[src/rtl/lu_pkg.sv]
// Shared widths and the instruction record passed between the front-end stages.
// Assumes register fields index a 32-entry register file with register 0 hard-wired.
package lu_pkg;
    parameter int REG_W = 5;
    parameter int TAG_W = 8;

    typedef struct packed {
        logic [TAG_W-1:0] tag;
        logic [REG_W-1:0] rs;
        logic [REG_W-1:0] rt;
        logic             mem_rd;
        logic             mem_wr;
        logic             reg_wr;
    } instr_t;
endpackage

[src/rtl/lu_hazard_detect.sv]
// Load-use hazard detector. Purely combinational on the decode/execute and
// fetch/decode register contents. Assumes a load names its destination in the
// source-B field and that register 0 never carries a real dependence.
module lu_hazard_detect
    import lu_pkg::*;
(
    input  logic             ex_mem_rd,
    input  logic [REG_W-1:0] ex_rt,
    input  logic [REG_W-1:0] id_rs,
    input  logic [REG_W-1:0] id_rt,
    output logic             pc_we,
    output logic             ifid_we,
    output logic             ctrl_zero
);
    logic dst_live;
    logic src_hit;

    // Compare the load destination with both decode sources and form the stall.
    always_comb begin
        dst_live  = (ex_rt != '0);
        src_hit   = (ex_rt == id_rs) || (ex_rt == id_rt);
        ctrl_zero = ex_mem_rd && dst_live && src_hit;
        pc_we     = !ctrl_zero;
        ifid_we   = !ctrl_zero;
    end
endmodule

[src/rtl/lu_front_stage.sv]
// Program counter and fetch/decode register. Both advance together when enabled.
// Assumes one instruction per address, so the counter steps by one.
module lu_front_stage
    import lu_pkg::*;
#(
    parameter int PC_W = 8
) (
    input  logic            clk,
    input  logic            rst_n,
    input  logic            pc_we,
    input  logic            ifid_we,
    input  instr_t          fetch_in,
    output logic [PC_W-1:0] pc_q,
    output instr_t          id_q
);
    localparam logic [PC_W-1:0] PC_STEP = PC_W'(1);

    // Program counter: reset to zero, step when the write enable is high.
    always_ff @(posedge clk) begin
        if (!rst_n)     pc_q <= '0;
        else if (pc_we) pc_q <= pc_q + PC_STEP;
    end

    // Fetch/decode register: capture the fetched fields unless held.
    always_ff @(posedge clk) begin
        if (!rst_n)       id_q <= '0;
        else if (ifid_we) id_q <= fetch_in;
    end

    assert_pc_hold_R3: assert property (@(posedge clk) disable iff (!rst_n)
        !pc_we |=> pc_q == $past(pc_q));
    assert_ifid_hold_R3: assert property (@(posedge clk) disable iff (!rst_n)
        !ifid_we |=> id_q == $past(id_q));
    assert_pc_step_R7: assert property (@(posedge clk) disable iff (!rst_n)
        pc_we |=> pc_q == $past(pc_q) + PC_STEP);
    assert_reset_clear_R8: assert property (@(posedge clk)
        !rst_n |=> (pc_q == '0) && (id_q == '0));
endmodule

[src/rtl/lu_ex_stage.sv]
// Decode/execute register. Passes the decoded record through, or substitutes a
// no-op (all three memory/register controls cleared) when asked to zero controls.
// Assumes the tag and register fields may pass unchanged inside a no-op.
module lu_ex_stage
    import lu_pkg::*;
(
    input  logic   clk,
    input  logic   rst_n,
    input  logic   ctrl_zero,
    input  instr_t id_in,
    output instr_t ex_q
);
    instr_t ex_d;

    // Build the next execute record, clearing its controls for a bubble.
    always_comb begin
        ex_d = id_in;
        if (ctrl_zero) begin
            ex_d.mem_rd = 1'b0;
            ex_d.mem_wr = 1'b0;
            ex_d.reg_wr = 1'b0;
        end
    end

    // Register the execute record every cycle.
    always_ff @(posedge clk) begin
        if (!rst_n) ex_q <= '0;
        else        ex_q <= ex_d;
    end

    assert_bubble_nop_R2: assert property (@(posedge clk) disable iff (!rst_n)
        ctrl_zero |=> !ex_q.mem_rd && !ex_q.mem_wr && !ex_q.reg_wr);
    assert_pass_through_R7: assert property (@(posedge clk) disable iff (!rst_n)
        !ctrl_zero |=> ex_q == $past(id_in));
endmodule

[src/rtl/lu_stall_top.sv]
// Load-use stall unit with its surrounding front-end model: program counter,
// fetch/decode register, hazard detector and decode/execute control register.
// Assumes the caller presents the fields of the instruction at pc_o each cycle.
module lu_stall_top
    import lu_pkg::*;
#(
    parameter int PC_W = 8
) (
    input  logic             clk,
    input  logic             rst_n,
    input  logic [TAG_W-1:0] in_tag,
    input  logic [REG_W-1:0] in_rs,
    input  logic [REG_W-1:0] in_rt,
    input  logic             in_mem_rd,
    input  logic             in_mem_wr,
    input  logic             in_reg_wr,
    output logic [PC_W-1:0]  pc_o,
    output logic             pc_we_o,
    output logic             ifid_we_o,
    output logic             bubble_o,
    output logic [TAG_W-1:0] ex_tag_o,
    output logic [REG_W-1:0] ex_rt_o,
    output logic             ex_mem_rd_o,
    output logic             ex_mem_wr_o,
    output logic             ex_reg_wr_o
);
    instr_t fetch_w;
    instr_t id_q;
    instr_t ex_q;
    logic   pc_we;
    logic   ifid_we;
    logic   ctrl_zero;

    // Pack the fetched fields into one record.
    always_comb begin
        fetch_w.tag    = in_tag;
        fetch_w.rs     = in_rs;
        fetch_w.rt     = in_rt;
        fetch_w.mem_rd = in_mem_rd;
        fetch_w.mem_wr = in_mem_wr;
        fetch_w.reg_wr = in_reg_wr;
    end

    lu_front_stage #(.PC_W(PC_W)) front_i (
        .clk      (clk),
        .rst_n    (rst_n),
        .pc_we    (pc_we),
        .ifid_we  (ifid_we),
        .fetch_in (fetch_w),
        .pc_q     (pc_o),
        .id_q     (id_q)
    );

    lu_hazard_detect hazard_i (
        .ex_mem_rd (ex_q.mem_rd),
        .ex_rt     (ex_q.rt),
        .id_rs     (id_q.rs),
        .id_rt     (id_q.rt),
        .pc_we     (pc_we),
        .ifid_we   (ifid_we),
        .ctrl_zero (ctrl_zero)
    );

    lu_ex_stage ex_i (
        .clk       (clk),
        .rst_n     (rst_n),
        .ctrl_zero (ctrl_zero),
        .id_in     (id_q),
        .ex_q      (ex_q)
    );

    // Drive the observable outputs.
    always_comb begin
        pc_we_o     = pc_we;
        ifid_we_o   = ifid_we;
        bubble_o    = ctrl_zero;
        ex_tag_o    = ex_q.tag;
        ex_rt_o     = ex_q.rt;
        ex_mem_rd_o = ex_q.mem_rd;
        ex_mem_wr_o = ex_q.mem_wr;
        ex_reg_wr_o = ex_q.reg_wr;
    end

    assert_single_stall_R4: assert property (@(posedge clk) disable iff (!rst_n)
        ctrl_zero |=> !ctrl_zero);
    assert_no_stall_nonload_R5: assert property (@(posedge clk) disable iff (!rst_n)
        !ex_q.mem_rd |-> pc_we && ifid_we && !ctrl_zero);
    assert_no_stall_r0_R6: assert property (@(posedge clk) disable iff (!rst_n)
        (ex_q.rt == '0) |-> !ctrl_zero);
    assert_stall_enables_R1: assert property (@(posedge clk) disable iff (!rst_n)
        ctrl_zero |-> !pc_we && !ifid_we);
endmodule

[config.mk]
export PLATFORM = sky130hd
export DESIGN_NAME = lu_stall_top
export DESIGN_NICKNAME = d
export VERILOG_FILES = /design/src/rtl/lu_pkg.sv /design/src/rtl/lu_hazard_detect.sv /design/src/rtl/lu_front_stage.sv /design/src/rtl/lu_ex_stage.sv /design/src/rtl/lu_stall_top.sv
export SDC_FILE = /design/constraint.sdc
export NUM_CORES = 1
export LEC_CHECK = 0
export ABC_AREA = 0
export BUFFER_PORTS_ARGS = -buffer_cell sky130_fd_sc_hd__buf_4
export CAP_MARGIN = 20
export CORE_MARGIN = 3
export CORE_UTILIZATION = 55
export CTS_BUF_LIST = sky130_fd_sc_hd__clkbuf_4
export DETAILED_ROUTE_END_ITERATION = 10
export GPL_TIMING_DRIVEN = 0
export PLACE_DENSITY = 0.86
export RECOVER_POWER = 100
export SYNTH_ARGS = -nofsm -noshare
export SYNTH_HDL_FRONTEND = slang
export SYNTH_SLANG_ARGS = --single-unit
[constraint.sdc]
create_clock -name clk -period 2.6 [get_ports clk]
set_input_delay 0.39 -clock clk [delete_from_list [all_inputs] [get_ports clk]]
set_output_delay 0.39 -clock clk [all_outputs]
set_load 0.05 [all_outputs]
# --- Yosys cells after proc, flatten, opt, wreduce, memory -nomap -nowiden ---
# Cells that the tools add are included.
op_classes:
  add_sub_neg: 1
  eq_ne: 2
  n_bitwise: 1
  reduce_logical: 6
ops:
  columns: ["operator", "n"]
  rows:
  - ["$eq 5x5->1", 2]
  - ["$add 8x1->8 const B", 1]
  - ["$reduce_bool 5->1", 1]
  - ["$logic_and 1x1->1", 2]
  - ["$reduce_or 2->1", 1]
  - ["$logic_not 1->1", 1]
  - ["$logic_or 1x1->1", 1]
  - ["$not 1->1", 1]
word_totals:
  ff_bits: 45
  in_bits: 23
  out_inout_bits: 27
  wordCells: 22

# --- Longest topological paths before layout ---
logic_depth:
  ltp_word: 4
  depth_mapped: 7

# --- Cells and area by module ---
# A second synthesis with hierarchy kept.
unflattened:
  cells_unflattened: 169
  hier_area_um2: 1870.5
modules_own_cells:
  columns: ["module", "instances", "cells_per_inst", "area_each_um2", "seq_area_each_um2"]
  rows:
  - ["lu_front_stage", 1, 106, 1151.1, 580.6]
  - ["lu_ex_stage", 1, 44, 571.8, 420.4]
  - ["lu_hazard_detect", 1, 19, 147.6, 0.0]

# --- Worst setup path after synthesis ---
# Ideal clock, no wire load.
synth_timing:
  path_kind: "flip-flop to output port"
  startpoint: "reg, netlist name ex_i.ex_q[6]"
  endpoint: "out bubble_o"
  arrival_ns: 2.009
  t_required_ns: 2.210
  slack_ns: 0.201
  path_stages_with_launch: 7
  path_cell_list: "dfxtp_1 -> xnor2_1 -> nand3_1 -> o22ai_2 -> nand2_8 -> inv_4 -> buf_2"
synth_via:
  elab_chain_len: 3
  elab_cells_between_ends: 6
  cone_classes: "2 x eq/ne; 4 x reduce/logical"
synth_lines:
  columns: ["item", "line_no", "source"]
  rows:
  - ["$eq 5x5->1 or $reduce_bool 5->1 (tied branches)", "lu_hazard_detect.sv:21, lu_hazard_detect.sv:20", null]
  - ["$logic_or 1x1->1 or $logic_and 1x1->1 (tied branches)", "lu_hazard_detect.sv:21, lu_hazard_detect.sv:22", null]
  - ["$logic_and 1x1->1 *", "lu_hazard_detect.sv:22", "ctrl_zero = ex_mem_rd && dst_live && src_hit;"]
  - ["end: declaration", "lu_stall_top.sv:20", "output logic bubble_o,"]
# Every way passes the cells marked *; elsewhere a longest branch is shown, timed or not.

# --- Final worst setup path ---
layout_timing:
  startpoint: "reg, netlist name ex_i.ex_q[3]"
  endpoint: "out bubble_o"
layout_via:
  elab_chain_len: 3
  elab_cells_between_ends: 6
  cone_classes: "2 x eq/ne; 4 x reduce/logical"
layout_lines:
  columns: ["item", "line_no"]
  rows:
  - ["$eq 5x5->1 or $reduce_bool 5->1 (tied branches)", "lu_hazard_detect.sv:21, lu_hazard_detect.sv:20"]
  - ["$logic_or 1x1->1 or $logic_and 1x1->1 (tied branches)", "lu_hazard_detect.sv:21, lu_hazard_detect.sv:22"]
  - ["$logic_and 1x1->1 *", "lu_hazard_detect.sv:22"]
# Marked as above.

==> results.sh <==
export IMPL_fin_crit_sh_pct=93.4
export IMPL_cp_buffers_inverters=3
export IMPL_min_path_type="in -> reg"
export IMPL_slowest_delay_ns=0.56
export IMPL_postSynthAreaPerCell_um2=9.12
export IMPL_final_hold_violation_count=0
export IMPL_dr_total_vias=1591
export IMPL_gp_congestion=0.891
export IMPL_grt_pass1_wl_um=6620
export IMPL_io_buffers=49
export IMPL_grt_pass1_vias=1465
export IMPL_synth_warnings=0
export IMPL_dp_hpwl_um=2710
export IMPL_drt_iter0_markers=84
export IMPL_ir_worst_vdd_v=0.000384
export IMPL_ioPinCount=50
export IMPL_relSlewSlack_pct=51.0
export IMPL_rsz0062_at_grt="no"
export IMPL_grt_busiest_layer="met2"
export IMPL_worstMarginPinSlew_ns=0.728
export IMPL_finalSetupTns_ns=0
export IMPL_finalWirelength_um=3900
export IMPL_ys_seq_area_share_pct=48.9
export IMPL_antenna_found_initial=0
export IMPL_nFillCells=271
export IMPL_netlist_area_um2=1840
export IMPL_avgRoutedWirePerCell_um=12.8
export IMPL_gr_usage_met3_pct=4.04
export IMPL_die_area_um2=4080
export IMPL_place_area_um2=2270
export IMPL_final_common_cell="dfxtp_1"
export IMPL_antenna_left=0
export IMPL_critPathLaunchType="flip-flop"
export IMPL_holdBufCountCts=0
export IMPL_grtUsageMet2_pct=33.7
export IMPL_p_leak_uw=0.000865
export IMPL_drc=0
export IMPL_final_cell_mix="dfxtp_1, nand2_1, clkbuf_1"
export IMPL_cts_max_level=2
export IMPL_period_minus_slack_ns=2.43
export IMPL_crit_chain="or4_1, o21a_1, buf_6, nand2_8, inv_4, clkbuf_4"
export IMPL_insertion_delay_ns=0.35
export IMPL_drv_cap=0
export IMPL_routed_via_density=5.23
export IMPL_diodes=0
export IMPL_clkSlewWorstSetupHoldPaths_ns=0.13
export IMPL_crit_path_end_kind="primary output"
export IMPL_clock_tree_root_cell="clkbuf_4"
export IMPL_syn2layout_area_growth_pct=23.6
export IMPL_cpMaxStageDelayCell="or4_1"
export IMPL_arrival_ns=2.04
export IMPL_overflow=0
export IMPL_slew_viol_final=0
export IMPL_crit_family="simple AND/OR/NAND/NOR gates"
export IMPL_cts_num_sinks=45
export IMPL_power_density_nw_per_um2=659
export IMPL_stdcell_area_um2=2280
export IMPL_status="completed"
export IMPL_synth_cell_types=37
export IMPL_achievable_frequency_ghz=0.412
export IMPL_grt_max_degree=15
export IMPL_crit_required_ns=2.21
export IMPL_hold_worst_slack_ns=0.273
export IMPL_rows=20
export IMPL_multi_input_area_um2=870
export IMPL_post_route_util_pct=72.8
export IMPL_start_util_pct=58.9
export IMPL_core_area_um2=3130
export IMPL_grt_usage_pct=20.2
export IMPL_syn_inst=202
export IMPL_p_total_uw=1500
export IMPL_cts_buffers=5
export IMPL_synth_seq_cells=45
export IMPL_nNetsFinal=283
export IMPL_cts_tree="built"
export IMPL_syn_nets=226
export IMPL_final_layout_size_suffix_gt1_share_pct=16.5
export IMPL_seqCellArea_um2=902
export IMPL_grt_use_met1_pct=25.7
export IMPL_die_h_um=63.9
export IMPL_first_pass_iters=4
export IMPL_dieWidth_um=63.9
export IMPL_crit_fanout=14
export IMPL_critPathKind="reg -> out"
export IMPL_cts_buffer_depth=2
export IMPL_finalClockSkew_ns=0.0123
export IMPL_finalSetupViolations=0
==> routing by layer <==
metal / up-vias / share of wire (%)
met5: - / 0
met4: 0 / 1.6
met3: 7 / 4.9
met2: 42 / 48
met1: 732 / 45
li1: 810 / -
==> timing repair <==
item                                   CTS  global route
gates resized for setup                  1             3
setup buffers                            0             2
pin swaps                                0             1
cloned                                   0             0
setup endpoints to repair                1             1
endpoints found under the hold margin    0             0
==> cell families after synthesis <==
group	after synthesis	share of synthesized area [%]
mux	10	5.50
xor+xnor	10	4.75
compound gates	32	11.1
fa+ha+maj	1	0.679
buf+inv	14	4.07
simple gates	90	25.1
flops	45	48.9
==> layout make-up <==
type | instances | share of cell area, %
flip-flops and latches | 45 | 39.6
multi-input cells | 143 | 38.2
repair buffers | 51 | 12.6
clock inverters | 3 | 2.86
plain buffers | 12 | 2.47
well taps | 44 | 2.42
clock buffers | 5 | 1.65
inverters | 1 | 0.275
==> stage by stage <==
step	setup WS, ns	std cells
4_1_cts	0.0112	303
6_report	0.171	304
5_1_grt	0.0802	304
2_1_floorplan	0.201	202
3_5_place_dp	0.325	295
3_3_place_gp	0.318	295
==> flip-flops by register name, indices dropped and copies added (netlist names) <==
name and flops:
front_i.id_q 21, ex_i.ex_q 16, front_i.pc_q 8
==> power by group <==
group | switching [µW] | internal, µW | leakage (µW)
clock | 216 | 298 | 0.0000552
combinational | 157 | 82.5 | 0.000438
sequential | 23.7 | 726 | 0.000372
==> cells in the mapped netlist (all sizes together) <==
cell / number / area (µm²)
dfxtp: 45 / 901
nand2: 41 / 170
nand3: 19 / 100
o21ai: 17 / 85.1
and2: 13 / 81.3
xnor2: 10 / 87.6
mux2i: 9 / 90.1
clkbuf: 8 / 30.0
and3: 5 / 31.3
buf: 5 / 38.8
o211ai: 4 / 30.0
nand3b: 3 / 22.5
nor2: 3 / 11.3
a21oi: 2 / 10.0
a31o: 2 / 17.5
a31oi: 1 / 6.26
and3b: 1 / 8.76
ha: 1 / 12.5
inv: 1 / 6.26
mux2: 1 / 11.3
nor3: 1 / 5.00
nor3b: 1 / 7.51
nor4bb: 1 / 10.0
o21a: 1 / 7.51
o221ai: 1 / 8.76
o22a: 1 / 8.76
o22ai: 1 / 12.5
o311ai: 1 / 8.76
o32ai: 1 / 8.76
or3: 1 / 6.26
or4: 1 / 7.51
==> worst reg2reg max path: stages, from the launching register on <==
cell	delay [ns]
dfxtp_1	0.47
xnor2_1	0.16
nand3_1	0.16
o22ai_4	0.27
nand2_8	0.11
inv_4	0.15
clkbuf_1	0.50
o21ai_0	0.19
==> worst paths after layout <==
check	from	end	slack [ns]	depth (start not counted)
max	ex_i.ex_q[3]	bubble_o	0.17	6
min	in_tag[0]	front_i.id_q[13]	0.27	3
max reg2reg	ex_i.ex_q[4]	front_i.id_q[17]	0.45	7
min reg2reg	front_i.id_q[0]	front_i.id_q[0]	0.46	2
(Power assumes the default switching activity.)
